File: src/rtl/iodiv_pkg.sv
`timescale 1ns/1ps
package iodiv_pkg;
  typedef enum logic [1:0] {
    RATE_HS_IOS = 2'b00,
    RATE_HS_IOF = 2'b01,
    RATE_HF_IOS = 2'b10,
    RATE_HF_IOF = 2'b11
  } io_rate_e;

  function automatic io_rate_e rate_of(input logic host_fast, input logic io_fast);
    return io_rate_e'({host_fast, io_fast});
  endfunction

  function automatic int max2(input int a, input int b);
    return (a > b) ? a : b;
  endfunction
endpackage

File: src/rtl/iodiv_rate_sel.sv
`timescale 1ns/1ps
module iodiv_rate_sel
  import iodiv_pkg::*;
#(
  parameter int CW         = 4,
  parameter int DIV_HF_IOS = 8,
  parameter int DIV_HF_IOF = 4,
  parameter int DIV_HS_IOS = 6,
  parameter int DIV_HS_IOF = 3
) (
  input  logic          host_fast,
  input  logic          io_fast,
  output logic [CW-1:0] div_next
);
  io_rate_e rate;

  always_comb begin
    rate = rate_of(host_fast, io_fast);
    unique case (rate)
      RATE_HF_IOS: div_next = CW'(DIV_HF_IOS);
      RATE_HF_IOF: div_next = CW'(DIV_HF_IOF);
      RATE_HS_IOS: div_next = CW'(DIV_HS_IOS);
      default:     div_next = CW'(DIV_HS_IOF);
    endcase
  end
endmodule

File: src/rtl/iodiv_period_ctr.sv
`timescale 1ns/1ps
module iodiv_period_ctr #(
  parameter int CW = 4
) (
  input  logic          clk,
  input  logic          rst,
  input  logic          gate_en,
  input  logic [CW-1:0] div_next,
  output logic [CW-1:0] cnt,
  output logic [CW-1:0] div_q,
  output logic          run,
  output logic          pos_ph,
  output logic          done
);
  logic          boundary;
  logic [CW-1:0] cnt_inc;
  logic [CW-1:0] high_len;

  // A period ends at its last count; a stopped divider sits at a boundary every cycle.
  assign boundary = !run || (cnt == div_q - CW'(1));
  assign cnt_inc  = cnt + CW'(1);
  // Whole input cycles of high phase; an odd count gets its extra half elsewhere.
  assign high_len = div_q >> 1;

  always_ff @(posedge clk) begin
    if (rst) begin
      cnt    <= '0;
      run    <= 1'b0;
      pos_ph <= 1'b0;
      done   <= 1'b0;
      div_q  <= div_next;
    end else if (boundary) begin
      cnt    <= '0;
      run    <= gate_en;
      pos_ph <= gate_en;
      div_q  <= div_next;
      done   <= (div_next != div_q);
    end else begin
      cnt    <= cnt_inc;
      pos_ph <= (cnt_inc < high_len);
      done   <= 1'b0;
    end
  end
endmodule

File: src/rtl/iodiv_half_phase.sv
`timescale 1ns/1ps
module iodiv_half_phase #(
  parameter bit HAS_ODD = 1'b1
) (
  input  logic clk,
  input  logic rst,
  input  logic pos_ph,
  input  logic odd_en,
  output logic neg_ph
);
  generate
    if (HAS_ODD) begin : g_odd
      // Copies the rising-edge phase half a cycle late, which stretches the high phase by half a cycle.
      always_ff @(negedge clk) begin
        if (rst) neg_ph <= 1'b0;
        else     neg_ph <= pos_ph & odd_en;
      end
    end else begin : g_even
      assign neg_ph = 1'b0;
    end
  endgenerate
endmodule

File: src/rtl/iodiv_clkgen.sv
`timescale 1ns/1ps
module iodiv_clkgen
  import iodiv_pkg::*;
#(
  parameter int DIV_HF_IOS = 8,
  parameter int DIV_HF_IOF = 4,
  parameter int DIV_HS_IOS = 6,
  parameter int DIV_HS_IOF = 3
) (
  input  logic clk2x,
  input  logic rst,
  input  logic host_fast,
  input  logic io_fast,
  input  logic gate_en,
  output logic io_clk,
  output logic ratio_done
);
  localparam int MAXDIV  = max2(max2(DIV_HF_IOS, DIV_HF_IOF), max2(DIV_HS_IOS, DIV_HS_IOF));
  localparam int CW      = $clog2(MAXDIV + 1);
  localparam bit HAS_ODD = ((DIV_HF_IOS % 2) != 0) || ((DIV_HF_IOF % 2) != 0) ||
                           ((DIV_HS_IOS % 2) != 0) || ((DIV_HS_IOF % 2) != 0);

  logic [CW-1:0] div_next_w;
  logic [CW-1:0] cnt_w;
  logic [CW-1:0] div_q_w;
  logic          run_w;
  logic          pos_w;
  logic          neg_w;
  logic          done_w;

  iodiv_rate_sel #(
    .CW(CW), .DIV_HF_IOS(DIV_HF_IOS), .DIV_HF_IOF(DIV_HF_IOF),
    .DIV_HS_IOS(DIV_HS_IOS), .DIV_HS_IOF(DIV_HS_IOF)
  ) u_sel (
    .host_fast (host_fast),
    .io_fast   (io_fast),
    .div_next  (div_next_w)
  );

  iodiv_period_ctr #(.CW(CW)) u_ctr (
    .clk      (clk2x),
    .rst      (rst),
    .gate_en  (gate_en),
    .div_next (div_next_w),
    .cnt      (cnt_w),
    .div_q    (div_q_w),
    .run      (run_w),
    .pos_ph   (pos_w),
    .done     (done_w)
  );

  iodiv_half_phase #(.HAS_ODD(HAS_ODD)) u_half (
    .clk    (clk2x),
    .rst    (rst),
    .pos_ph (pos_w),
    .odd_en (div_q_w[0]),
    .neg_ph (neg_w)
  );

  assign io_clk     = pos_w | neg_w;
  assign ratio_done = done_w;
endmodule

File: config.mk
export PLATFORM = sky130hd
export DESIGN_NAME = iodiv_clkgen
export DESIGN_NICKNAME = d
export VERILOG_FILES = /design/src/rtl/iodiv_pkg.sv /design/src/rtl/iodiv_rate_sel.sv /design/src/rtl/iodiv_period_ctr.sv /design/src/rtl/iodiv_half_phase.sv /design/src/rtl/iodiv_clkgen.sv
export SDC_FILE = /design/constraint.sdc
export NUM_CORES = 1
export LEC_CHECK = 0
export BUFFER_PORTS_ARGS = -buffer_cell sky130_fd_sc_hd__buf_4
export CAP_MARGIN = 25
export CORE_AREA = 2 2 57 59
export CTS_CLUSTER_DIAMETER = 40
export DETAILED_ROUTE_END_ITERATION = 6
export DIE_AREA = 0 0 59 61
export GPL_TIMING_DRIVEN = 0
export PLACE_DENSITY_LB_ADDON = 0.12
export SYNTH_ARGS = -nofsm -noshare
export SYNTH_HDL_FRONTEND = slang
export SYNTH_SLANG_ARGS = --single-unit
File: constraint.sdc
create_clock -name clk2x -period 1.9 [get_ports clk2x]
set_input_delay 0.475 -clock clk2x [delete_from_list [all_inputs] [get_ports clk2x]]
set_output_delay 0.475 -clock clk2x [all_outputs]
set_load 0.1 [all_outputs]
==> results of run 1 <==
==> layout make-up <==
type                            instances  area (µm²)
Sequential cell                        12         280
Fill cell                             323        2150
Timing Repair Buffer                    6        57.6
Tap cell                               33        41.3
Multi-Input combinational cell         41         348
Inverter                                9        33.8
Clock inverter                          1        3.75
Clock buffer                            4        36.3
==> cell usage after synthesis (2+ instances only) <==
cell      instances  area [µm²]
nand3_1           2        10.0
nor2b_1           2        12.5
xnor2_1           5        43.8
nor2_1            5        18.8
dfxtp_1           8         160
inv_1            10        37.5
xor2_1            5        43.8
or2_2             2        12.5
edfxtp_1          4         120
ha_1              7        87.6
o21ai_2           2        17.5
==> how the worst max path moves through the flow <==
stage	start	endpoint	slack (ps)	cells past startpoint
2_1_floorplan	u_half.neg_ph	io_clk	-140	1
5_1_grt	u_half.neg_ph	io_clk	-580	2
4_1_cts	u_half.neg_ph	io_clk	-550	2
3_3_place_gp	u_half.neg_ph	io_clk	-250	2
6_report	u_half.neg_ph	io_clk	-540	2
3_5_place_dp	u_half.neg_ph	io_clk	-240	2
==> report_power, final <==
group	switching, µW	leakage [µW]	internal [µW]
clock	99.4	0.0000263	119
sequential	19.3	0.000109	286
combinational	96.2	0.000230	71.9
total	215	0.000365	477
==> logic make-up after synthesis <==
kind of cell / after synthesis / synth area share [%]
AND/OR/NAND/NOR: 16 / 13.2
flip-flops: 12 / 42.7
XOR/XNOR: 11 / 16.8
buffers and inverters: 10 / 5.73
adder cells (fa/ha/maj): 7 / 13.4
AO/OA/AOI/OAI: 6 / 6.68
multiplexers: 1 / 1.53
==> through the flow <==
step / setup TNS (ps) / setup slack, ps / area (µm²) / utilization (%)
2_1_floorplan: -145 / -145 / 658 / -
3_3_place_gp: -246 / -246 / 744 / 25.2
3_5_place_dp: -244 / -244 / 744 / 25.2
4_1_cts: -554 / -554 / 793 / 26.9
5_1_grt: -582 / -582 / 801 / 27.1
6_report: -540 / -540 / 801 / 27.1
==> routing by layer <==
layer	GRT usage (%)	vias up	routed length (µm)	share of wire, %
met5	0	-	0	0
met4	6.82	0	39	3.5
met3	3.20	4	50	4.5
met2	11.9	7	504	46
met1	8.17	187	505	46
li1	-	223	-	-
==> registers in the layout, indices dropped and copies added (netlist names) <==
signal and cells:
u_ctr.cnt 4, u_ctr.div_q 4, u_ctr.done 1, u_ctr.pos_ph 1, u_ctr.run 1, u_half.neg_ph 1
==> critical path, cell delays in order (launching register included) <==
cell and delay [ps]:
dfxtp_1 280, or2_4 230, buf_12 160
==> what timing repair did <==
| action | CTS | global route |
|---|---|---|
| gates resized for setup | 3 | 1 |
| hold endpoints to repair | 0 | 0 |
| buffers inserted | 0 | 0 |
| setup endpoints to repair | 1 | 5 |
==> impl_metrics.ini, run 1 <==
[outcome]
status = finished with violations
violations = negative setup slack

[yosys]
yosys.cell_types.count = 22
netlist_area_um2 = 656
synthFlopType = dfxtp_1
synth-seq-area-share_pct = 42.7
syn-num-nets = 75
ys_ff_latch = 12
syn_area_per_cell_um2 = 10.4
ys_async_sr_fraction_pct = 0
netlist_instances = 63
yosysWarnings = 0
synth-edff-count = 4

[grt]
grt-ovfl-total = 0
grt_pass1_vias = 409
grt_util_all_layers_pct = 7.74
grt_pass1_wl_mm = 1.86
antenna_found_initial = 0
grt_max_degree = 9

[hold_path]
whs_path_depth = 2
hp-class = in2reg
worstHoldStart = rst
whs_endpoint = u_ctr.run

[clock_tree]
clock_path_buffers = 2
numClockSinks = 12
cts_root_buf = clkbuf_4
insertion_delay_ps = 330
cts_hold_buf = 0
cts_tree = yes
numCtsBuffers = 3
clk_pin_slew_ps = 80
htreeDepth = 1

[floorplan]
io_pins = 7
rows = 20
dieArea_um2 = 3600
die_h_um = 61
die_w_um = 59
core_area_um2 = 2950
initial_core_util_pct = 22.2

[cells_and_area]
diodes = 0
drive_above_1_share_pct = 21.9
layout_common_cells = inv_1 (10), dfxtp_1 (8), ha_1 (7)
nets = 86
synthToLayoutAreaGrowth_pct = 22.1
instances_no_fill = 106
final_common_cell = inv_1

[job]
drv_cap = 0

[drt]
first_pass_iters = 3
drt_iter0_drc = 10
routed_via_density = 3.97
drcViolationCount = 0
wl_per_cell_um = 10.4
wirelength_mm = 1.10
vias = 421
ant_nets = 0

[timing]
hold_violations = 0
worst_slew_pin_slew_ps = 370
report.final.slew_viol_count = 0
fin_skew_ps = 54.3
slew_headroom_pct = 75.2
rsz0062_at_grt = yes
hold_ws_ps = 388
finalSetupViolCount = 1
fin_ws_ps = -540

[critical_path]
rr_endpoint = u_ctr.div_q[0]
reg2reg_slack_ps = 170
endpoint_kind = output port
cp.required_ps = 1420
startpoint_type = flip-flop
crit_path_max_fanout = 1
cp_data_arrival_time_ps = 1970
worstReg2RegStart = u_ctr.div_q[0]
worstRegToRegCells = 5
setup.worst_path.class = reg2out

[pwr]
power_uw = 692
leakage_uw = 0.000365
ir_drop_v = 0.000182
power_density_nw_per_um2 = 865

[placement]
portBuffers = 6
placed_cells_incl_taps = 102
dp_hpwl_um = 858
routabilityCongestion = 0.675
(Power assumes the default switching activity.)
==> inputs of run 2 (changes only) <==
==> constraint.sdc (replaced) <==
create_clock -name clk2x -period 1.9 [get_ports clk2x]
set_input_delay 0.475 -clock clk2x [delete_from_list [all_inputs] [get_ports clk2x]]
set_output_delay 0.475 -clock clk2x [all_outputs]
set_load 0.05 [all_outputs]
==> run 2 against run 1 <==
Compared with the run above: the run still ends with negative setup slack left; sequential share of layout area increased by 0.39 points; first-iteration DRC count is the same; utilization shrank 0.30 points; routed wire length about the same; setup slack gained 28 ps; critical path depth unchanged; cell count did not move; register-to-register slack is essentially flat; clock skew unchanged; sequential power hardly changed; critical endpoint unchanged; largest power group unchanged.
==> impl_metrics.ini, run 2 (synthesized netlist as in run 1, its figures left out) <==
[hold_path]
worstHoldStart = rst
whs_path_depth = 2
whs_endpoint = u_ctr.run
hp-class = in2reg

[critical_path]
crit_chain = or2_4, buf_6
worstReg2RegStart = u_ctr.div_q[0]
cp_data_arrival_time_ps = 1940
cp.required_ps = 1420
worstRegToRegCells = 5
rr_endpoint = u_ctr.div_q[0]
crit_path_max_fanout = 1
reg2reg_slack_ps = 170
setup.worst_path.class = reg2out
startpoint_type = flip-flop
endpoint_kind = output port
critPathSlowestCell = dfxtp_1
slowest_delay_ps = 280

[grt]
antenna_found_initial = 0
gr-usage-met2_pct = 11.9
grt_util_all_layers_pct = 7.74
grt.busiest_layer = met2
grt_pass1_vias = 409
grt-ovfl-total = 0
grt_max_degree = 9
grtUsageMet3_pct = 3.20
grt_pass1_wl_mm = 1.86
globalRouteMet1Util_pct = 8.17

[drt]
drt_iter0_drc = 10
first_pass_iters = 3
wl_per_cell_um = 10.4
drcViolationCount = 0
routed_via_density = 3.97
wirelength_mm = 1.10
vias = 421
ant_nets = 0

[pwr]
pwr-share-seq_pct = 46.0
swShare_pct = 29.0
switching_power_uw = 192
p_comb_share_pct = 21.0
power_uw = 664
power_density_nw_per_um2 = 838
clockPowerShare_pct = 33.0
ir_drop_v = 0.000172
internal_power_uw = 471
leakage_uw = 0.000363

[floorplan]
die_w_um = 59
dieArea_um2 = 3600
initial_core_util_pct = 22.2
rows = 20
io_pins = 7
core_area_um2 = 2950
die_h_um = 61

[cells_and_area]
n_fill_cell = 323
top_regs = u_ctr.cnt: 4 flops, u_ctr.div_q: 4 flops
final_core_util_pct = 26.8
final_common_cell = inv_1
layout_common_cells = inv_1 (10), dfxtp_1 (8), ha_1 (7)
synthToLayoutAreaGrowth_pct = 20.8
drive_above_1_share_pct = 21.9
nets = 86
diodes = 0

[timing]
slew_headroom_pct = 75.2
rsz0062_at_grt = yes
hold_violations = 0
worst_slew_pin_slew_ps = 370
finalSetupViolCount = 1
fin_skew_ps = 54.3
fin_ws_ps = -513
report.final.slew_viol_count = 0

[clock_tree]
insertion_delay_ps = 330
clock_path_buffers = 2
cts_setup_buffers = 0
clk_pin_slew_ps = 80
numCtsBuffers = 3
htreeDepth = 1
cts_root_buf = clkbuf_4
numClockSinks = 12
cts_tree = yes
cts_hold_buf = 0

[placement]
routabilityCongestion = 0.675
dp_hpwl_um = 858
portBuffers = 6

[outcome]
status = finished with violations
violations = negative setup slack

[job]
drv_cap = 0
-- run 2: critical path, delay by kind of cell, from the launching register on --
kind | cells | cell delay [ps]
flops | 1 | 280
simple gates | 1 | 220
buf+inv | 1 | 150
-- run 2: stage by stage --
step	cell area [µm²]	hold WS [ps]	cells	setup TNS (ps)	worst slack, ps
floorplan	658	448	63	-92.6	-92.6
global route	792	396	106	-556	-556
finish	792	388	106	-513	-513
global placement	744	483	102	-201	-201
CTS	785	384	106	-527	-527
detailed placement	744	483	102	-199	-199
-- run 2: final cells by class --
| class | count | area [µm²] | share of cell area (%) |
|---|---|---|---|
| multi-input cells | 41 | 348 | 43.9 |
| clock buffers | 4 | 36.3 | 4.58 |
| inverters | 9 | 33.8 | 4.27 |
| flip-flops and latches | 12 | 280 | 35.4 |
| well taps | 33 | 41.3 | 5.21 |
| clock inverters | 1 | 3.75 | 0.474 |
| repair buffers | 6 | 48.8 | 6.16 |
-- run 2: metal layers --
layer | part of all wire, % | vias up
met3 | 4.6 | 4
li1 | - | 223
met5 | 0 | -
met4 | 3.6 | 0
met1 | 46 | 187
met2 | 46 | 7
-- run 2: worst max-delay path by stage --
stage | from | to | slack, ps | cells after the start
6_report | u_half.neg_ph | io_clk | -510 | 2
5_1_grt | u_half.neg_ph | io_clk | -560 | 2
4_1_cts | u_half.neg_ph | io_clk | -530 | 2
3_5_place_dp | u_half.neg_ph | io_clk | -200 | 2
3_3_place_gp | u_half.neg_ph | io_clk | -200 | 2
2_1_floorplan | u_half.neg_ph | io_clk | -90 | 1
-- run 2: power groups by stage --
stage / Sequential, µW / Clock [µW] / Combinational, µW
global route: 307 / 241 / 156
finish: 305 / 219 / 139
global placement: 312 / 6.59 / 135
detailed placement: 311 / 6.59 / 135
floorplan: 314 / 6.59 / 96.3
CTS: 305 / 229 / 138
-- run 2: what timing repair did --
| action | CTS | global route |
|---|---|---|
| gates cloned | 0 | 0 |
| setup endpoints to repair | 1 | 5 |
| gates resized for setup | 1 | 1 |
